==> config.mk <==
export PLATFORM = sky130hd
export DESIGN_NAME = srf_renamer
export DESIGN_NICKNAME = d
export VERILOG_FILES = /design/src/rtl/srf_pkg.sv /design/src/rtl/srf_xlate.sv /design/src/rtl/srf_mark_stack.sv /design/src/rtl/srf_frame_ctl.sv /design/src/rtl/srf_renamer.sv
export SDC_FILE = /design/constraint.sdc
export NUM_CORES = 1
export LEC_CHECK = 0
export ABC_AREA = 1
export BUFFER_PORTS_ARGS = -buffer_cell sky130_fd_sc_hd__buf_4
export CAP_MARGIN = 10
export CORE_ASPECT_RATIO = 0.5
export CORE_MARGIN = 1.5
export CORE_UTILIZATION = 55
export CTS_BUF_LIST = sky130_fd_sc_hd__clkbuf_8
export DETAILED_ROUTE_END_ITERATION = 10
export HOLD_SLACK_MARGIN = 0.08
export PLACE_DENSITY = 0.85
export SLEW_MARGIN = 40
export SYNTH_ARGS = -nofsm -noshare
export SYNTH_HDL_FRONTEND = slang
export SYNTH_HIERARCHICAL = 1
export SYNTH_SLANG_ARGS = --single-unit
export TNS_END_PERCENT = 50
==> constraint.sdc <==
create_clock -name clk -period 2.4 [get_ports clk]
set_input_delay 0 -clock clk [delete_from_list [all_inputs] [get_ports clk]]
set_output_delay 0 -clock clk [all_outputs]
set_load 0.05 [all_outputs]
==> src/rtl/srf_pkg.sv <==
package srf_pkg;
  localparam int ARCH_W   = 7;
  localparam int SIZE_W   = 7;
  localparam int STATIC_N = 32;
  localparam int STACK_N  = 96;
  localparam int MARK_W   = 3 * SIZE_W;

  typedef struct packed {
    logic [SIZE_W-1:0] base;
    logic [SIZE_W-1:0] nloc;
    logic [SIZE_W-1:0] nout;
  } frame_mark_t;
endpackage

==> src/rtl/srf_xlate.sv <==
module srf_xlate
  import srf_pkg::*;
(
  input  logic              acc_valid,
  input  logic              acc_write,
  input  logic [ARCH_W-1:0] acc_arch,
  input  frame_mark_t       mark,
  output logic [ARCH_W-1:0] phys_idx,
  output logic              oof_err,
  output logic              wr_en
);
  logic              stacked;
  logic [ARCH_W-1:0] offset;
  logic [ARCH_W:0]   sum;
  logic [ARCH_W-1:0] wrapped;
  logic [SIZE_W:0]   fsize;

  always_comb begin
    stacked  = acc_arch >= ARCH_W'(STATIC_N);
    offset   = acc_arch - ARCH_W'(STATIC_N);
    sum      = {1'b0, mark.base} + {1'b0, offset};
    wrapped  = ARCH_W'((sum >= (ARCH_W+1)'(STACK_N)) ? (sum - (ARCH_W+1)'(STACK_N)) : sum);
    fsize    = {1'b0, mark.nloc} + {1'b0, mark.nout};
    phys_idx = stacked ? (ARCH_W'(STATIC_N) + wrapped) : acc_arch;
    oof_err  = acc_valid && stacked && ({1'b0, offset} >= fsize);
    wr_en    = acc_valid && acc_write && !oof_err;
  end
endmodule

==> src/rtl/srf_mark_stack.sv <==
module srf_mark_stack
  import srf_pkg::*;
#(
  parameter int DEPTH = 8
) (
  input  logic        clk,
  input  logic        rst_n,
  input  logic        push,
  input  logic        pop,
  input  frame_mark_t push_mark,
  output frame_mark_t top_mark,
  output logic        full,
  output logic        empty
);
  localparam int PW = $clog2(DEPTH + 1);

  logic [PW-1:0] cnt_q, cnt_d;
  frame_mark_t   mem [DEPTH];

  genvar gi;
  generate
    for (gi = 0; gi < DEPTH; gi++) begin : g_slot
      always_ff @(posedge clk) begin
        if (push && (cnt_q == PW'(gi))) begin
          mem[gi] <= push_mark;
        end
      end
    end
  endgenerate

  always_comb begin
    top_mark = '0;
    for (int i = 0; i < DEPTH; i++) begin
      if (cnt_q == PW'(i + 1)) top_mark = mem[i];
    end
    full  = cnt_q == PW'(DEPTH);
    empty = cnt_q == '0;
    cnt_d = cnt_q;
    if (push)     cnt_d = cnt_q + PW'(1);
    else if (pop) cnt_d = cnt_q - PW'(1);
  end

  always_ff @(posedge clk or negedge rst_n) begin
    if (!rst_n) begin
      cnt_q <= '0;
    end else if (push || pop) begin
      cnt_q <= cnt_d;
    end
  end
endmodule

==> src/rtl/srf_frame_ctl.sv <==
module srf_frame_ctl
  import srf_pkg::*;
(
  input  logic              clk,
  input  logic              rst_n,
  input  logic              call_i,
  input  logic              ret_i,
  input  logic              alloc_i,
  input  logic [SIZE_W-1:0] alloc_loc,
  input  logic [SIZE_W-1:0] alloc_out,
  input  logic              st_full,
  input  logic              st_empty,
  input  frame_mark_t       top_mark,
  output frame_mark_t       cur_mark,
  output logic              push,
  output logic              pop,
  output logic              frame_err
);
  frame_mark_t     mark_q, mark_d;
  logic            mark_en;
  logic [SIZE_W:0] nbase;
  logic [SIZE_W:0] asize;

  always_comb begin
    mark_d    = mark_q;
    mark_en   = 1'b0;
    push      = 1'b0;
    pop       = 1'b0;
    frame_err = 1'b0;
    nbase     = {1'b0, mark_q.base} + {1'b0, mark_q.nloc};
    asize     = {1'b0, alloc_loc} + {1'b0, alloc_out};
    if (ret_i) begin
      if (st_empty) begin
        frame_err = 1'b1;
      end else begin
        pop     = 1'b1;
        mark_en = 1'b1;
        mark_d  = top_mark;
      end
    end else if (call_i) begin
      if (st_full) begin
        frame_err = 1'b1;
      end else begin
        push        = 1'b1;
        mark_en     = 1'b1;
        mark_d.base = SIZE_W'((nbase >= (SIZE_W+1)'(STACK_N)) ? (nbase - (SIZE_W+1)'(STACK_N)) : nbase);
        mark_d.nloc = '0;
        mark_d.nout = mark_q.nout;
      end
    end else if (alloc_i) begin
      if (asize > (SIZE_W+1)'(STACK_N)) begin
        frame_err = 1'b1;
      end else begin
        mark_en     = 1'b1;
        mark_d.nloc = alloc_loc;
        mark_d.nout = alloc_out;
      end
    end
  end

  always_ff @(posedge clk or negedge rst_n) begin
    if (!rst_n) begin
      mark_q <= '0;
    end else if (mark_en) begin
      mark_q <= mark_d;
    end
  end

  assign cur_mark = mark_q;
endmodule

==> src/rtl/srf_renamer.sv <==
module srf_renamer
  import srf_pkg::*;
#(
  parameter int MARK_DEPTH = 8
) (
  input  logic              clk,
  input  logic              rst_n,
  input  logic              acc_valid,
  input  logic              acc_write,
  input  logic [ARCH_W-1:0] acc_arch,
  input  logic              call_i,
  input  logic              ret_i,
  input  logic              alloc_i,
  input  logic [SIZE_W-1:0] alloc_loc,
  input  logic [SIZE_W-1:0] alloc_out,
  output logic [ARCH_W-1:0] phys_idx,
  output logic              oof_err,
  output logic              wr_en,
  output logic [MARK_W-1:0] cfm_o,
  output logic              frame_err
);
  logic        rst_meta_q, rst_n_s;
  frame_mark_t cur_mark, top_mark;
  logic        push, pop, st_full, st_empty;

  always_ff @(posedge clk or negedge rst_n) begin
    if (!rst_n) begin
      rst_meta_q <= 1'b0;
      rst_n_s    <= 1'b0;
    end else begin
      rst_meta_q <= 1'b1;
      rst_n_s    <= rst_meta_q;
    end
  end

  srf_frame_ctl i_ctl (
    .clk       (clk),
    .rst_n     (rst_n_s),
    .call_i    (call_i),
    .ret_i     (ret_i),
    .alloc_i   (alloc_i),
    .alloc_loc (alloc_loc),
    .alloc_out (alloc_out),
    .st_full   (st_full),
    .st_empty  (st_empty),
    .top_mark  (top_mark),
    .cur_mark  (cur_mark),
    .push      (push),
    .pop       (pop),
    .frame_err (frame_err)
  );

  srf_mark_stack #(.DEPTH(MARK_DEPTH)) i_stack (
    .clk       (clk),
    .rst_n     (rst_n_s),
    .push      (push),
    .pop       (pop),
    .push_mark (cur_mark),
    .top_mark  (top_mark),
    .full      (st_full),
    .empty     (st_empty)
  );

  srf_xlate i_xlate (
    .acc_valid (acc_valid),
    .acc_write (acc_write),
    .acc_arch  (acc_arch),
    .mark      (cur_mark),
    .phys_idx  (phys_idx),
    .oof_err   (oof_err),
    .wr_en     (wr_en)
  );

  assign cfm_o = cur_mark;
endmodule

# Word level (Yosys, flattened, before mapping)
# Memory sizes are Yosys's and may differ from the RTL's.
# Cells that the tools add are included.
# Widths: inputs -> output; s select.
# word_totals
wordCells,138
output_inout_bits,31
input_bits,28
regBits,27
ram_bits,168
n_memories,1
# op_classes
n_eq_ne,14
reduce_logical,30
n_mux,72
addsub,10
n_lt_le_gt_ge,5
# memory_table
name,words,word_bits,read_ports,rd_ports_with_merged_regs,write_ports,line_no,rtl
i_stack.mem,8,21,8,0,1,srf_mark_stack.sv:18,frame_mark_t mem [DEPTH];
# ops
operator,count
$mux 21,18
$reduce_or 21->1,7
$mux 14,3
$mux 1,38
$add 7x7->8,4
$mux 7,4
$mux 3,7
$eq 4x3->1 const B,4
$ge 8x7->1 const B,2
$sub 7x7->7 const B,2
$logic_and 1x1->1,12
$reduce_and 5->1,2
$eq 4x2->1 const B,2
$ge 7x8->1,1
$gt 8x7->1 const B,1
$mux 4,2
$add 6x7->7 const A,1
$ge 7x6->1 const B,1
$sub 7x6->7 const B,1
$ne 2x2->1 const B,3
$ne 3x3->1 const B,2
$reduce_bool 2->1,3
$add 4x1->4 const B,1
$eq 4x1->1 const B,1
other kinds (9),9

# Logic depth before layout (Yosys ltp)
# depth
depth_word,15
depth_mapped,17
ltp_nobuf,15

# By module
# Netlist, hierarchy kept.
# by_module_without_submodules
module,n_inst,area_each_um2,cells_per_inst
srf_mark_stack,1,7449.6,713
srf_frame_ctl,1,1755.4,242
srf_xlate,1,908.4,155
srf_renamer,1,53.8,3

# Worst setup path after synthesis
# Ideal clock, no wire load.
# synth_path
path_type,register -> register
startpoint,register i_stack.cnt_q[0]
endpoint,memory i_stack/mem[0][0] (netlist name) (enable)
setup_time_ns,0.425
setup_slack_ns,-1.015
t_required_ns,1.975
path_stages_with_launch,11
path_buffers,1
period_less_slack_ns,3.415
arrival_ns,2.989
path_cell_list,dfrtp_1 inv_1 ha_1 inv_1 nor3_1 clkbuf_1 nor2_1 nand2_1 inv_1 inv_1 nor3_1
# synth_between
elab_chain_len,15
elab_cells_between_ends,57
classes_between,eq/ne (8); mux (33); reduce/logical (16)
# synth_lines
item,line_no,rtl
"start, declared",srf_mark_stack.sv:17,"logic [PW-1:0] cnt_q, cnt_d;"
"start signal, assigned",srf_mark_stack.sv:47,cnt_q <= cnt_d;
$eq 4x4->1 (*),srf_mark_stack.sv:36,full = cnt_q == PW'(DEPTH);
net st_full,srf_renamer.sv:24,"logic push, pop, st_full, st_empty;"
$mux 1 (*),srf_frame_ctl.sv:41,if (st_full) begin
$mux 1 (*),srf_frame_ctl.sv:40,end else if (call_i) begin
$mux 1 (*),srf_frame_ctl.sv:32,if (ret_i) begin
net push,srf_renamer.sv:24,
$logic_and 1x1->1,srf_mark_stack.sv:24,if (push && (cnt_q == PW'(gi))) begin
$mux 1,srf_mark_stack.sv:24,
$mux 1 (implied by the code),srf_mark_stack.sv:25,mem[gi] <= push_mark;
$reduce_or 21->1 (no source line),-,
$mux 3 (no source line) / $mux 1 (equally long branches) (7 in a row),-,
"end, declared",srf_mark_stack.sv:18,
# The timed path passes the listed nets; every way through them passes the cells marked *.

# Final worst setup path
# layout_path
startpoint,register i_ctl.mark_q (netlist bit i_ctl/cur_mark[7])
endpoint,output wr_en
# layout_between
elab_chain_len,5
# layout_lines
item,line_no,rtl
"start, declared",srf_frame_ctl.sv:19,"frame_mark_t mark_q, mark_d;"
"start signal, assigned",srf_frame_ctl.sv:65,mark_q <= mark_d;
$add 7x7->8,srf_xlate.sv:23,"fsize = {1'b0, mark.nloc} + {1'b0, mark.nout};"
$ge 7x8->1,srf_xlate.sv:25,"oof_err = acc_valid && stacked && ({1'b0, offset} >= fsize);"
$logic_and 1x1->1,srf_xlate.sv:25,
$logic_not 1->1,srf_xlate.sv:26,wr_en = acc_valid && acc_write && !oof_err;
$logic_and 1x1->1,srf_xlate.sv:26,
"end, declared",srf_renamer.sv:18,"output logic wr_en,"
# No other way between the ends.

==> impl_metrics.toml <==
[grt]
grt_overflow = 0
grt_pass1_vias = 8020
grt_max_degree = 44
antenna_found_initial = 0
grt_pass1_wl_mm = 39.59
grtUsageTotal = 0.2633

[synthesis]
ys_seq_area_frac = 0.5626
synth-edff-count = 168
syn_area_per_cell_sq_um = 9.135
ys_warn_count = 6
synth_top_area_frac = 0.4962
syn_nets = 1185
ys_ff_latch = 195
synth_top_flop_cell = "edfxtp_1"
ys_types = 35
syn_inst = 1113
synth_area_sq_um = 10170
synthArstFlopShare = 0.1385
synth.largest_area_cell = "edfxtp_1"
synth_area_leaders = "edfxtp_1, nand2_1, dfrtp_1, nand3_1, ha_1"

[finish]
area_growth_pct = 18.79
antenna_cells = 0
fill_cells = 1189
post-route-util = 0.6808
fin_nets = 1298
layout-drive-gt1-share = 0.1834

[critical_path]
crit_arrival_ns = 3.08
setup.worst_path.start = "i_ctl/cur_mark[7]$_DFFE_PN0P_"
r2r_slack_ns = 0.07
worstPathBufferInverterCount = 1
critPathMaxFanout = 2
worstSetupPathType = "reg2out"
endpoint_kind = "output pin"
r2r_cells = 13
crit_top_cell = "nand2_1"
crit_family = "adder cells"
worstReg2RegStart = "i_ctl/cur_mark[7]$_DFFE_PN0P_"
critPathRequiredTime_ns = 2.40
cp-endpoint = "wr_en"
critPathSlowestCell = "dfrtp_4"
startpoint_type = "flop"
max_stage_delay_ns = 0.50
worstPathCellList = "ha_4, fa_2, nand3_2, nand2_1, nand2_1, nand2_1, a21oi_2, xor2_1, ha_1, nand3_1, nor2_1, nor2_1, nand3_2, a21oi_4, buf_6"
path_depth = 15
r2r-end = "i_ctl/cur_mark[19]$_DFFE_PN0P_"

[die]
die_h_um = 99.14
num_rows = 34
die_area_sq_um = 19360
die_w_um = 195.3
io_pins = 59
coreArea_sq_um = 17740
start_util = 0.5731

[sta]
tightest_slew_ns = 0.8132
max_freq_mhz = 324.5
timing.hold.ws_ns = 0.1590
rsz0062_at_grt = "true"
drv_slew = 0
fin_crit_sh = 1.284
relSlewSlack = 0.4579
finalSetupViolCount = 2
hold_viol_final = 0
layout_setup_ws_ns = -0.6821
period_minus_slack_ns = 3.082
finClkSkew_ns = 0.01753

[cts]
ctsLongestPathBuffers = 2
cts_root_buf = "clkbuf_8"
worst_skew_pair.late_latency_ns = 0.48
cts_inserted_buffers = 17
h-tree-depth = 4
cts.sinks = 195
cts_tree = "done"
path_clk_slew_ns = 0.11

[place]
port_buffers = 58
place.gp.congestion = 0.8653
dpl.hpwl_mm = 17.25

[power]
leakagePower_nw = 5.390
power.density_nw_per_um2 = 1256
peakVddDrop_mv = 1.355

[job]
cap_violations = 0

[drt]
num_vias = 8183
drcViolationCount = 0
ant_nets = 0
drtIter0Drc = 883
first_pass_iters = 5
wl_mm = 24.99
wl_per_cell_um = 16.97
viasPerCell = 5.559

[outcome]
violations = "setup timing"
status = "finished with violations"

[min_path]
hold-path-cell-count = 6
min_from = "alloc_i"
min_path_type = "in2reg"
[metrics by stage]
| step | std cells | setup slack, ns | area [sq um] | TNS [ns] | total power, mW |
|---|---|---|---|---|---|
| floorplan | 1113 | -0.1661 | 10330 | -3.010 | 9.939 |
| global placement | 1414 | -0.1325 | 11280 | -0.2276 | 12.10 |
| detailed placement | 1414 | -0.2226 | 11280 | -0.4163 | 12.45 |
| CTS | 1467 | -0.6907 | 11960 | -1.373 | 14.86 |
| global route | 1472 | -0.8563 | 12080 | -2.101 | 16.02 |
| finish | 1472 | -0.6821 | 12080 | -1.351 | 15.17 |
[power breakdown]
group | internal, mW | switching, mW | leakage, nW | total [mW]
logic | 2.70 | 5.48 | 3.33 | 8.18
clock network | 0.978 | 1.28 | 0.208 | 2.26
registers | 4.44 | 0.288 | 1.85 | 4.73
total | 8.12 | 7.05 | 5.39 | 15.2
[worst min-delay path by stage]
stage	slack, ns	endpoint
6_report	0.16	i_ctl/cur_mark[13]$_DFFE_PN0P_
5_1_grt	0.18	i_ctl/cur_mark[2]$_DFFE_PN0P_
4_1_cts	0.14	i_ctl/cur_mark[13]$_DFFE_PN0P_
3_5_place_dp	-0.22	rst_meta_q$_DFF_PN0_
3_3_place_gp	-0.22	rst_meta_q$_DFF_PN0_
2_1_floorplan	-0.30	rst_meta_q$_DFF_PN0_
[cell usage after synthesis (10+ instances only)]
library cell  instances
nand3_2              10
nand3_1             110
ha_1                 40
dfrtp_1              27
inv_1               119
a22o_1               12
nor2_1               98
edfxtp_1            168
buf_2                19
nand2_1             365
a21oi_1              28
or2_0                19
clkbuf_1             18
o21ai_0              19
[routing by layer]
layer | vias up | wire (um) | track usage
met5 | - | 0 | 0
met4 | 0 | 489 | 0.07752
met3 | 44 | 2539 | 0.05629
met2 | 435 | 11610 | 0.4341
met1 | 3848 | 10350 | 0.3566
li1 | 3856 | - | -
[cell families after synthesis]
family	synth area share
simple gates	0.2635
flops	0.5626
buf+inv	0.06473
compound gates	0.03963
fa+ha+maj	0.05710
xor+xnor	0.01206
other cells	0.0003688
[timing repair]
| item | 4_1_cts | 5_1_grt |
|---|---|---|
| hold buffers | 18 | 0 |
| endpoints found under the hold margin | 21 | 0 |
| pin swaps | 5 | 6 |
| gates cloned | 0 | 1 |
| setup buffers | 4 | 4 |
| gates resized for setup | 12 | 18 |
| endpoints found under the setup margin | 6 | 58 |
[state kept, by name, indices dropped and copies added, names as in the netlist]
register,cells
rst_n_s,1
rst_meta_q,1
i_stack/mem,168
i_ctl/cur_mark,21
i_stack/cnt_q,4
[area by class of cell]
cell class / instances / area (sq um) / area share
Sequential cell: 195 / 5739 / 0.4752
Multi-Input combinational cell: 753 / 3985 / 0.3299
Timing Repair Buffer: 133 / 1146 / 0.09489
Inverter: 126 / 485.5 / 0.04019
Tap cell: 234 / 292.8 / 0.02424
Clock buffer: 17 / 234.0 / 0.01937
Clock inverter: 14 / 195.2 / 0.01616
[cell usage in the layout (no fill, tap or decap), types with 5 or more instances in the layout]
cell | netlist | final
nand2_1 | 365 | 360
edfxtp_1 | 168 | 168
inv_1 | 119 | 111
nand3_1 | 110 | 108
buf_4 | 1 | 103
nor2_1 | 98 | 94
ha_1 | 40 | 33
a21oi_1 | 28 | 25
or2_0 | 19 | 19
dlygate4sd3_1 | 0 | 18
clkbuf_8 | 0 | 17
o21ai_0 | 19 | 17
dfrtp_1 | 27 | 14
inv_2 | 7 | 12
a22o_1 | 12 | 12
nand3_2 | 10 | 12
dfrtp_2 | 0 | 12
nand2_2 | 3 | 8
xor2_1 | 7 | 7
xnor2_1 | 7 | 7
buf_6 | 0 | 6
nor3_4 | 0 | 5
nor2_4 | 3 | 5
ha_4 | 0 | 5
buf_12 | 0 | 5
[worst min-delay path, delay by kind of cell]
family                 cells  cell delay [ns]
buffers and inverters      2             0.15
AND/OR/NAND/NOR            4             0.46
Power figures use the tool's default switching activity.
